$ cat src/rtl/page_remap.sv
module page_remap #(
  parameter int AW = 20,
  parameter int OW = 8,
  parameter int PG = 12
) (
  input  logic          clk,
  input  logic          rst_n,
  input  logic          wr_en,
  input  logic [1:0]    wr_sel,
  input  logic [OW-1:0] wr_data,
  input  logic          ctl_lock,
  input  logic [AW-1:0] host_addr,
  output logic [AW-1:0] mem_addr
);
  localparam logic [2:0] WIN_TAG = 3'b101;

  logic [2:0]    ctl_q;
  logic [OW-1:0] ofs_a_q, ofs_b_q;

  always_ff @(posedge clk or negedge rst_n) begin
    if (!rst_n) begin
      ctl_q   <= '0;
      ofs_a_q <= '0;
      ofs_b_q <= '0;
    end else if (wr_en) begin
      case (wr_sel)
        2'd0: if (!ctl_lock) ctl_q <= wr_data[2:0];
        2'd1: ofs_a_q <= wr_data;
        2'd2: ofs_b_q <= wr_data;
        default: ;
      endcase
    end
  end

  wire       in_win = host_addr[AW-1:AW-3] == WIN_TAG;
  wire [1:0] quad   = host_addr[AW-4:AW-5];
  wire       big    = ctl_q[1];
  wire       dual   = ctl_q[2];

  wire use_a = (quad == 2'd0) || (big && quad == 2'd1);
  wire use_b = dual && (big ? quad[1] : (quad == 2'd1));
  wire hit   = ctl_q[0] && in_win && (use_a || use_b);

  logic [OW-1:0] page_blk, sum;
  assign page_blk = big ? OW'(host_addr[PG+3:PG]) : OW'(host_addr[PG+2:PG]);
  assign sum      = (use_b ? ofs_b_q : ofs_a_q) + page_blk;

  assign mem_addr = hit ? {sum, host_addr[PG-1:0]} : host_addr;
endmodule

$ cat config.mk
export PLATFORM = sky130hd
export DESIGN_NAME = page_remap
export DESIGN_NICKNAME = d
export VERILOG_FILES = /design/src/rtl/page_remap.sv
export SDC_FILE = /design/constraint.sdc
export NUM_CORES = 1
export LEC_CHECK = 0
export BUFFER_PORTS_ARGS = -buffer_cell sky130_fd_sc_hd__buf_4
export CAP_MARGIN = 0
export CELL_PAD_IN_SITES_DETAIL_PLACEMENT = 0
export CELL_PAD_IN_SITES_GLOBAL_PLACEMENT = 1
export CORE_MARGIN = 1
export CORE_UTILIZATION = 41
export CTS_BUF_LIST = sky130_fd_sc_hd__clkbuf_4
export CTS_CLUSTER_DIAMETER = 100
export DETAILED_ROUTE_END_ITERATION = 7
export PLACE_DENSITY_LB_ADDON = 0.1
export SYNTH_ARGS = -nofsm -noshare
export SYNTH_HDL_FRONTEND = slang
export SYNTH_SLANG_ARGS = --single-unit
$ cat constraint.sdc
create_clock -name clk -period 4 [get_ports clk]
set_input_delay 0.2 -clock clk [delete_from_list [all_inputs] [get_ports clk]]
set_output_delay 0.2 -clock clk [all_outputs]
set_load 0.005 [all_outputs]
# Yosys cells after proc, flatten, opt, wreduce, memory -nomap -nowiden
# Cells that the tools add are included.
# totals
inputBits	34
out_inout_bits	20
word_cells	24
register_bits	19
# op_classes
add_sub_neg	1
reduce_logical	11
eq_ne	4
bitwise_logic	1
n_mux	4
# op_table
operator	count
$mux 20	1
$add 8x4->8	1
$mux 8	1
$eq 2x1->1 const B	2
$logic_and 1x1->1	4
$logic_not 2->1	2
$mux 4	1
$reduce_and 2->1	2
$eq 3x3->1 const B	1
$reduce_and 3->1	1
$eq 2x2->1 const B	1
$logic_or 1x1->1	2
$mux 1	1
$not 1->1	1

# Logic depth before layout (Yosys ltp)
# logic_depth
word_depth	6
mapped_depth	10
depth_no_buf	10

# Worst setup path after synthesis
# OpenSTA, ideal clock, no wires.
# synth_timing
kind	register to output
from	reg ctl_q[1]
to	out mem_addr[18]
n_path_buf	0
arrival_ps	2562
t_required_ps	3800
stages_incl_launch_ff	11
slack_ps	1238
path_cell_list	dfrtp_1 and2_4 o21ai_4 mux2_2 ha_1 fa_1 a21o_1 a21oi_1 a21oi_2 xnor2_1 a21o_1
# synth_via
elab_chain_len	5
elab_cells_between_ends	10
cone_classes	add/sub (1); mux (4); reduce/logical (5)
# synth_rtl
item	line_no	text
from (decl)	17	logic [2:0] ctl_q;
from (signal assigned)	27	2'd0: if (!ctl_lock) ctl_q <= wr_data[2:0];
$mux 1 or $logic_and 1x1->1 (tied branches)	41, 40	
$logic_and 1x1->1 or $logic_or 1x1->1 (tied branches)	41, 40	
$mux 8 or $logic_or 1x1->1 (tied branches)	46, 42	
$add 8x4->8 or $logic_and 1x1->1 (tied branches)	46, 42	
$mux 20 *	48	assign mem_addr = hit ? {sum, host_addr[PG-1:0]} : host_addr;
to (decl)	13	output logic [AW-1:0] mem_addr
# Every way passes the cells marked *; elsewhere a longest branch is shown, timed or not.

# Final worst setup path
# Ends and elaborated chain as after synthesis.

==> results.md <==
- Hold Startpoint: wr_data[7]
- Die X: between 50 and 60 um
- Vias: 919
- Worst-skew pair later-pin latency: 280 ps
- Peak supply drop: 0.168 mV
- Grt ovf: 0
- Setup crit end kind: primary output
- Min Tclk post-route: about 3400 ps
- R2R Path Start: ctl_q[2]
- Post-synthesis cell type count: 31
- Area growth, synth to finish: 16.2%
- Most common cell after layout, fill and taps aside: buf_4
- TritonCTS clock tree: yes
- Setup TNS: 0 ps
- Asr flop ratio synth: 100%
- Most frequent cells in the layout: 29 x buf_4, 23 x mux2_2, 19 x dfrtp_1, 7 x a21oi_1
- Setup ws final: 600 ps
- Wire per inst: 14.0 um
- Post-route antenna net violation count: 0
- Core area: around 3100 um2
- CTS max path bufs: 2
- P per Cell Area: between 300 and 400 nW/um2
- Antenna cells: 0
- Sequential element share of the synthesized area: between 30% and 40%
- Ys Warns: 0
- Final Cycle Share: a little over four fifths
- Worst Setup Start Kind: flop
- Die extent in y: ~60 um
- Status: finished clean
- # DRC: 0
- First-pass GRT wire length: between 4000 and 5000 um
- Gpl congestion: approximately 0.75
- Row cnt: 20
- CTS Buf Count: 3
- DIE AREA: between 3000 and 4000 um2
- Hold Path Class: in2reg
- H-tree levels: 1
- Synth Flop Type: dfrtp_1
- Fmax: 0.294 GHz
- Total chip power: 576 uW
- Post-CTS Setup Inserts: 0
- Initial Util: 43.4%
- Final Hold Vio Count: 0
- Synth Register Bits: 19
- Clock sinks: 19
- Clk slew on worst S/H paths: 100 ps
- Placed insts: about 170
- # port buffers: 29
- Clk_skew: 0 ps
- Leakage power: slightly below 0.0007 uW
- RSZ-0062 raised after global routing: no
- Crit path from: ctl_q[1]
- Initial antenna violation count: 0
- Slew Viols, Final: 0
- CP required: 3800 ps
- Routed vias/inst: roughly 5.2
- Crit path arrival time: around 3200 ps
- Actual slew at the worst max-slew pin: 811 ps
- Max-cap check violation count: 0
- Mapped Cells: about 110
- Syn nets: around 150
- TritonRoute pass-1 iters: 4
- GRT Total Usage: between 15 and 20%
- Layout cells sized above 1: approximately half
- Final wirelength: 2470 um
- Vias in the first global route: about 970
- Rel. slew slack: around 45%
- Pre-CTS setup slack: 894 ps
- CTS Root Cell: clkbuf_4
- Number of flops mapped to enable cells by yosys: 0
- Fin cells: ~180
- Critical Path Fanout Max: 8
- Layout Nets: roughly 170
- Worst Setup Path Type: reg2out
- Largest net degree at the start of global routing: 20
- Avg Inst Size Synth: around 12 um2
- Ports: 54
- DRT iter0 DRCs: 23
- Final setup vio count: 0
- Post-synthesis cell area: about 1300 um2
[path summary, 6_finish.rpt]
| kind | end | slack [ps] | depth (start not counted) |
|---|---|---|---|
| setup / recovery | mem_addr[18] | 600 | 11 |
| hold / removal | ofs_a_q[7] | 150 | 2 |
| setup reg to reg | ctl_q[2] | 3070 | 1 |
| hold reg to reg | ofs_b_q[1] | 520 | 1 |
| max in group asynchronous | ctl_q[1] | 3490 | 2 |
| min in group asynchronous | ofs_a_q[4] | 310 | 2 |
[critical path, cell delays in order (launching register included)]
cell and delay (ps):
dfrtp_1 480, and2_4 220, o21ai_4 290, mux2_2 380
ha_1 210, fa_1 410, a21o_1 170, a21oi_1 260
a21oi_2 70, xnor2_1 140, a21o_1 180, buf_4 130
[state kept, by name (all words and copies together) (netlist names)]
name,flops
ofs_a_q,8
ofs_b_q,8
ctl_q,3
[metrics by stage]
stage,utilization (%),hold slack [ps],instance area [um2]
after floorplan,-,-95.6,1330
after global placement,49.2,80.6,1500
after detailed placement,49.2,86.8,1500
after CTS,50.5,142,1540
after global routing,50.5,129,1540
final,50.5,148,1540
[area by class of cell]
cell class                 count  area [um2]
tap                           44        55.1
multi-input combinational     80         753
fill                         314        1510
timing repair buffer          30         228
sequential                    19         475
clock buffer                   4        30.0
[report_power, final]
part | internal [uW] | switching [uW] | total, uW
Combinational | 122 | 91.4 | 213
Sequential | 229 | 32.9 | 262
Clock | 45.5 | 55.3 | 101
[synth_stat cells (all sizes together), types with 2 or more instances]
library cell,count,area [um2]
mux2,26,304
dfrtp,19,475
buf,13,97.6
a21oi,8,43.8
and2,4,27.5
ha,4,50.1
nand3,4,20.0
xnor2,4,35.0
a21o,3,22.5
mux2i,3,30.0
nor2,3,11.3
a21boi,2,15.0
nand2,2,10.0
nand3b,2,15.0
nor3b,2,25.0
xor2,2,17.5
[metal layers]
layer,global-route usage [%],vias to the layer above,routed length (um)
li1,-,443,-
met1,21.9,436,1250
met2,27.6,32,1060
met3,1.76,8,119
met4,8.16,0,43
met5,0,-,0
[logic make-up (layout without fill, tap and decap cells)]
family                   after synthesis  after routing  share of synthesized area [%]
multiplexers                          29             29                           25.2
AND/OR/NAND/NOR                       22             22                           11.7
flip-flops                            19             19                           35.8
AO/OA/AOI/OAI                         18             18                           10.7
buffers and inverters                 13             34                           7.36
XOR/XNOR                               6              6                           3.96
adder cells (fa/ha/maj)                5              5                           5.28
[what timing repair did]
item	4_1_cts	5_1_grt
endpoints found under the hold margin	19	0
resized for setup	0	0
hold buffers	1	0
No activity file was read; power rests on OpenSTA's default activity.
